==> src/rtl/fft_mode_pkg.sv <==
package fft_mode_pkg;

  typedef enum logic {
    XF_INVERSE = 1'b0,
    XF_FORWARD = 1'b1
  } xform_e;

  // Exchange is needed whenever the mode bit selects the inverse transform.
  function automatic logic needs_exchange(input logic fwd_bit);
    return fwd_bit == XF_INVERSE;
  endfunction

  // Number of vector beats that make up one frame.
  function automatic int unsigned beats_per_frame(input int unsigned frame_len,
                                                  input int unsigned lanes);
    return frame_len / lanes;
  endfunction

endpackage

==> src/rtl/fft_frame_mode.sv <==
module fft_frame_mode #(
  parameter int unsigned FRAME_BEATS = 64
) (
  input  logic clk,
  input  logic rst_n,
  input  logic in_valid,
  input  logic in_fwd,
  output logic frame_first,
  output logic eff_fwd
);
  import fft_mode_pkg::*;

  localparam int unsigned CW = (FRAME_BEATS > 1) ? $clog2(FRAME_BEATS) : 1;
  localparam logic [CW-1:0] LAST_BEAT = CW'(FRAME_BEATS - 1);

  logic [CW-1:0] beat_q;
  logic          held_fwd_q;

  assign frame_first = (beat_q == '0);
  // First beat uses the live mode bit; the rest of the frame uses the latched one.
  assign eff_fwd = frame_first ? in_fwd : held_fwd_q;

  always_ff @(posedge clk or negedge rst_n) begin
    if (!rst_n) begin
      beat_q     <= '0;
      held_fwd_q <= XF_FORWARD;
    end else if (in_valid) begin
      if (beat_q == LAST_BEAT) beat_q <= '0;
      else                     beat_q <= beat_q + 1'b1;
      if (frame_first) held_fwd_q <= in_fwd;
    end
  end

endmodule

==> src/rtl/fft_lane_xchg.sv <==
module fft_lane_xchg #(
  parameter int unsigned LANES = 8,
  parameter int unsigned DW    = 16
) (
  input  logic                clk,
  input  logic                rst_n,
  input  logic                vld_i,
  input  logic                exch_i,
  input  logic [LANES*DW-1:0] re_i,
  input  logic [LANES*DW-1:0] im_i,
  output logic                vld_o,
  output logic [LANES*DW-1:0] re_o,
  output logic [LANES*DW-1:0] im_o
);
  localparam int unsigned W = LANES * DW;

  // Returns {new_re, new_im} for one lane.
  function automatic logic [2*DW-1:0] lane_map(input logic [DW-1:0] re,
                                               input logic [DW-1:0] im,
                                               input logic       exch);
    return exch ? {im, re} : {re, im};
  endfunction

  logic [W-1:0] re_d, im_d;

  for (genvar g = 0; g < LANES; g++) begin : g_lane
    logic [2*DW-1:0] pair;
    assign pair             = lane_map(re_i[g*DW +: DW], im_i[g*DW +: DW], exch_i);
    assign re_d[g*DW +: DW] = pair[2*DW-1:DW];
    assign im_d[g*DW +: DW] = pair[DW-1:0];
  end

  always_ff @(posedge clk or negedge rst_n) begin
    if (!rst_n) begin
      vld_o <= 1'b0;
      re_o  <= '0;
      im_o  <= '0;
    end else begin
      vld_o <= vld_i;
      re_o  <= re_d;
      im_o  <= im_d;
    end
  end

endmodule

==> src/rtl/fft_mode_delay.sv <==
module fft_mode_delay #(
  parameter int unsigned DEPTH = 9
) (
  input  logic clk,
  input  logic rst_n,
  input  logic d_i,
  output logic d_o
);
  logic [DEPTH-1:0] sr_q;

  if (DEPTH == 1) begin : g_single
    always_ff @(posedge clk or negedge rst_n) begin
      if (!rst_n) sr_q <= '1;
      else        sr_q <= d_i;
    end
  end else begin : g_chain
    always_ff @(posedge clk or negedge rst_n) begin
      if (!rst_n) sr_q <= '1;
      else        sr_q <= {sr_q[DEPTH-2:0], d_i};
    end
  end

  assign d_o = sr_q[DEPTH-1];

endmodule

==> src/rtl/fft_mode_wrap.sv <==
module fft_mode_wrap
  import fft_mode_pkg::*;
#(
  parameter int unsigned LANES     = 8,
  parameter int unsigned DW        = 16,
  parameter int unsigned FRAME_LEN = 512,
  parameter int unsigned FFT_LAT   = 8
) (
  input  logic                clk,
  input  logic                rst_n,
  input  logic                in_valid,
  input  logic                in_fwd,
  input  logic [LANES*DW-1:0] in_re,
  input  logic [LANES*DW-1:0] in_im,
  output logic                core_in_valid,
  output logic [LANES*DW-1:0] core_in_re,
  output logic [LANES*DW-1:0] core_in_im,
  input  logic                core_out_valid,
  input  logic [LANES*DW-1:0] core_out_re,
  input  logic [LANES*DW-1:0] core_out_im,
  output logic                out_valid,
  output logic [LANES*DW-1:0] out_re,
  output logic [LANES*DW-1:0] out_im
);
  localparam int unsigned FRAME_BEATS = beats_per_frame(FRAME_LEN, LANES);
  // Front register plus engine latency: aligns the mode with core_out.
  localparam int unsigned MODE_DEPTH  = FFT_LAT + 1;

  logic frame_first;  // current input cycle is a frame's first beat
  logic eff_fwd;      // mode in force for the current input cycle
  logic back_fwd;     // mode of the frame now on core_out
  logic front_exch;
  logic back_exch;

  assign front_exch = needs_exchange(eff_fwd);
  assign back_exch  = needs_exchange(back_fwd);

  fft_frame_mode #(.FRAME_BEATS(FRAME_BEATS)) u_frame (
    .clk         (clk),
    .rst_n       (rst_n),
    .in_valid    (in_valid),
    .in_fwd      (in_fwd),
    .frame_first (frame_first),
    .eff_fwd     (eff_fwd)
  );

  fft_lane_xchg #(.LANES(LANES), .DW(DW)) u_front (
    .clk    (clk),
    .rst_n  (rst_n),
    .vld_i  (in_valid),
    .exch_i (front_exch),
    .re_i   (in_re),
    .im_i   (in_im),
    .vld_o  (core_in_valid),
    .re_o   (core_in_re),
    .im_o   (core_in_im)
  );

  fft_mode_delay #(.DEPTH(MODE_DEPTH)) u_mdly (
    .clk   (clk),
    .rst_n (rst_n),
    .d_i   (eff_fwd),
    .d_o   (back_fwd)
  );

  fft_lane_xchg #(.LANES(LANES), .DW(DW)) u_back (
    .clk    (clk),
    .rst_n  (rst_n),
    .vld_i  (core_out_valid),
    .exch_i (back_exch),
    .re_i   (core_out_re),
    .im_i   (core_out_im),
    .vld_o  (out_valid),
    .re_o   (out_re),
    .im_o   (out_im)
  );

endmodule

==> config.mk <==
export PLATFORM = sky130hd
export DESIGN_NAME = fft_mode_wrap
export DESIGN_NICKNAME = d
export VERILOG_FILES = /design/src/rtl/fft_mode_pkg.sv /design/src/rtl/fft_frame_mode.sv /design/src/rtl/fft_lane_xchg.sv /design/src/rtl/fft_mode_delay.sv /design/src/rtl/fft_mode_wrap.sv
export SDC_FILE = /design/constraint.sdc
export NUM_CORES = 1
export LEC_CHECK = 0
export BUFFER_PORTS_ARGS = -buffer_cell sky130_fd_sc_hd__buf_2
export CORE_AREA = 2 2 398 400
export DETAILED_ROUTE_END_ITERATION = 8
export DIE_AREA = 0 0 400 402
export GPL_TIMING_DRIVEN = 0
export HOLD_SLACK_MARGIN = 0.08
export SLEW_MARGIN = 20
export SYNTH_ARGS = -nofsm -noshare
export SYNTH_HDL_FRONTEND = slang
export SYNTH_SLANG_ARGS = --single-unit
==> constraint.sdc <==
create_clock -name clk -period 2.65 [get_ports clk]
set_clock_uncertainty 0.15 [all_clocks]
set_input_delay 0.265 -clock clk [delete_from_list [all_inputs] [get_ports clk]]
set_output_delay 0.265 -clock clk [all_outputs]
set_load 0.03 [all_outputs]
==> results summary <==
The run finished, with violations left. The checks that failed: design-rule violations, negative setup slack. The ratio of total power to cell area is 965 nW/um2.

The most used standard cell by instance count after synthesis is sky130_fd_sc_hd__dfrtp_1. Once detailed placement completed, the half-perimeter wirelength came to 140000 um. For the worst-skew pair, the clock arrives at the later sink with an insertion delay of 670 ps.

The fraction of the cycle the final worst path needs came out at 101%. The worst endpoint required time is 3070 ps. The via count of the first global-routing pass is 30200. The area overhead of the layout relative to synthesis came out at 60.3%. TritonCTS built the clock tree.

The final route contains 29800 vias. After floorplanning, the core was divided into 146 placement rows. The number of levels the H-tree was split into is 3. In the final layout, the multi-input gates occupy 12400 um2. The proportion of power drawn by combinational gates is 48.0%. The count of filler cells inserted in the layout came out at 16500. Global routing used 21.6% of the available tracks across all layers. The max capacitance violation total is 0. The core outline area came out at 157000 um2. The nature of the critical path startpoint is an input port.

The first global-routing pass estimated 244000 um of wire. The net switching power came out at 18900 uW. The initial core utilization is 17.1%. The fraction of registers with async set/reset is 100%. The path class of the tightest hold or removal check is in2reg. The longest individual stage delay on the worst path came out at 810 ps. The cell family contributing the most delay on the critical path is buffers and inverters.

The maximum count of clock buffers along a single path is 3. The kind of end point of the critical path is a register. The sum of negative setup slack is -66.9 ps. Together, buffers and inverters on the worst path number 6. The critical path goes through clkbuf_1, inv_1, clkbuf_1, clkbuf_2, buf_16, clkbuf_1, a311o_1. The number of antenna violations at the first check in global routing is 52. The flip-flop and latch count after synthesis is 530.

CTS placed an instance of sky130_fd_sc_hd__clkbuf_16 at the clock tree root. The vertical die dimension is 402 um. The area used by sequential logic in the layout is 13300 um2. The most numerous cell on the critical path is sky130_fd_sc_hd__clkbuf_1.

The final cell area excluding filler cells is 43100 um2. The number of max-slew violations in the final report is 0. The routed wire length is 183000 um. The arrival time reported for the critical path endpoint came out at 3110 ps.

The fraction of synthesized cell area taken by the top area cell type is 48.4%. The unique cell type count in the Yosys netlist came out at 28. The average size of a mapped cell is 10.7 um2. After synthesis, the cell types taking the most area are sky130_fd_sc_hd__dfrtp_1, sky130_fd_sc_hd__mux2_2, sky130_fd_sc_hd__a311o_1. The DRC violations left is 3.

Of the total power, the share spent switching nets is 45.3%. The clock period minus worst slack is 2690 ps. The part of the Yosys area used for sequential elements is 49.3%. The netlist area before placement came out at 26900 um2.

The post-layout net count came out at 4670. The post-place instance area is 35000 um2. Setup violations remaining at the end of the flow were counted as 4. The number of primary I/O pins is 1031. In the synthesized netlist, the number of instances is 2509. The number of nets handed over by synthesis was 3028. The number of buffers created by CTS is 73. The peak ir drop on the vdd network came out at 0.628 mV. The count of flip-flops with a built-in enable after synthesis is 0. The maximum clock rate came out at 372 MHz. The first detailed-routing pass ran for 8 iterations. The clock-pin slew of the registers on the worst-case setup and hold paths is 60 ps. The placer's final routability congestion estimate came out at 0.961. The via density per instance is 4.73.

The post-route netlist has 37.7% of its cells at a drive strength greater than 1. The clock share of power is 25.6%. The internal power of the cells is 22800 uW. The number of I/O port buffers is 1029. The final total power is 41600 uW. Counting every sink on the clock net gives 530. The cell count after placement came out at 5621. The critical path class is in2reg. Among all stages on the critical path, the largest delay is contributed by sky130_fd_sc_hd__clkbuf_1. Dividing the detail-routed wire length by the instance count gives 28.9 um. The reported leakage power is 0.0189 uW. The relative contribution of sequential cells to total power came out at 26.4%.

The count of placed standard cells in the final layout, fillers left out is 6312. The die outline width is 400 um. Once detail routing completed, the nets flagged for antenna violations numbered 0. The cell type contributing the most total cell area after synthesis is sky130_fd_sc_hd__dfrtp_1.

By count the netlist is led by sky130_fd_sc_hd__dfrtp_1, sky130_fd_sc_hd__nand2_1, sky130_fd_sc_hd__mux2_2. The full die area came out at 161000 um2. The maximum number of pins on one net before global-route repair is 99. The largest fanout on the critical path came out at 10. For this run, the leading register cell type out of synthesis is sky130_fd_sc_hd__dfrtp_1.

The number of hold violations in the final report came to 0. Measured against its own limit, the worst slew margin works out to 23.8%. The total of warnings raised by yosys is 0.

The worst-case setup margin in the final layout came out at -38.5 ps. The residual overflow from global routing is 0. The measured slew at the worst slew-check pin is 1140 ps.

The number of DRC markers after the initial detailed-route iteration came out at 3038.
power by group through the flow:
stage / clock, uW / sequential, uW / combinational, uW
after floorplan: 0 / 15200 / 6410
after global placement: 0 / 11100 / 18800
after detailed placement: 0 / 11100 / 18900
after CTS: 11000 / 11000 / 19800
after global routing: 11300 / 11200 / 20800
final: 10700 / 11000 / 20000
final cells by class:
type / instances / area share [%]
clock buffers: 94 / 4.72
multi-input cells: 1689 / 28.7
repair buffers: 1567 / 24.9
clock inverters: 37 / 1.17
inverters: 5 / 0.0522
plain buffers: 285 / 3.50
well taps: 2072 / 6.01
diodes: 33 / 0.191
flip-flops and latches: 530 / 30.8
state kept, by name, summed over array words and instances, names as in the netlist:
name,count
u_mdly.sr_q,9
u_frame.beat_q,6
u_back.re_o,128
u_front.im_o,128
u_front.re_o,128
u_frame.held_fwd_q,1
u_front.vld_o,1
u_back.im_o,128
u_back.vld_o,1
metrics by stage:
stage | setup WS [ps] | utilization, % | hold WS (ps)
after floorplan | 684 | - | -181
after global placement | -10710 | 22.1 | 197
after detailed placement | -1420 | 22.3 | 29.4
after CTS | -42.2 | 27.3 | 106
after global routing | -3.90 | 27.5 | 149
final | -38.5 | 27.5 | 159
routing by layer:
metal	vias to the layer above	routed length, um	global-route usage, %
li1	12700	-	-
met1	14800	67700	24.4
met2	1860	84900	35.6
met3	469	17900	6.81
met4	18	12000	12.6
met5	-	112	0
final timing paths:
kind | startpoint | end | slack [ps] | depth (start not counted)
max | in_fwd | u_front.im_o[68] | -40 | 7
min | in_valid | u_front.vld_o | 160 | 2
max reg2reg | u_frame.beat_q[4] | u_front.re_o[66] | -10 | 6
min reg2reg | u_mdly.sr_q[6] | u_mdly.sr_q[7] | 200 | 0
max in group asynchronous | rst_n | u_front.re_o[126] | 510 | 6
min in group asynchronous | rst_n | u_front.re_o[72] | 570 | 4
logic make-up after synthesis:
kind of cell             synth area share, %
multiplexers                            10.8
flip-flops                              49.3
adder cells (fa/ha/maj)               0.0930
XOR/XNOR                              0.0651
AO/OA/AOI/OAI                           16.8
buffers and inverters                   4.70
AND/OR/NAND/NOR                         18.2
placed cells by master, fill, tap and decap left out, types with 22 or more instances in the layout:
| cell type | Yosys | final |
|---|---|---|
| sky130_fd_sc_hd__a22oi_1 | 256 | 256 |
| sky130_fd_sc_hd__a311o_1 | 256 | 251 |
| sky130_fd_sc_hd__and4_1 | 128 | 128 |
| sky130_fd_sc_hd__buf_2 | 54 | 1050 |
| sky130_fd_sc_hd__clkbuf_1 | 210 | 151 |
| sky130_fd_sc_hd__clkbuf_16 | 0 | 74 |
| sky130_fd_sc_hd__clkbuf_2 | 0 | 56 |
| sky130_fd_sc_hd__clkbuf_4 | 0 | 22 |
| sky130_fd_sc_hd__dfrtp_1 | 520 | 520 |
| sky130_fd_sc_hd__diode_2 | 0 | 33 |
| sky130_fd_sc_hd__dlygate4sd3_1 | 0 | 524 |
| sky130_fd_sc_hd__mux2_2 | 258 | 258 |
| sky130_fd_sc_hd__nand2_1 | 387 | 387 |
| sky130_fd_sc_hd__nand2b_1 | 256 | 256 |
| sky130_fd_sc_hd__nor3_1 | 128 | 128 |
what timing repair did:
item,in CTS,in global routing
pin swaps,0,5
endpoints found under the setup margin,293,217
setup buffers,2,0
hold endpoints to repair,754,0
resized for setup,80,61
hold buffers,525,0
Power figures use the tool's default switching activity.
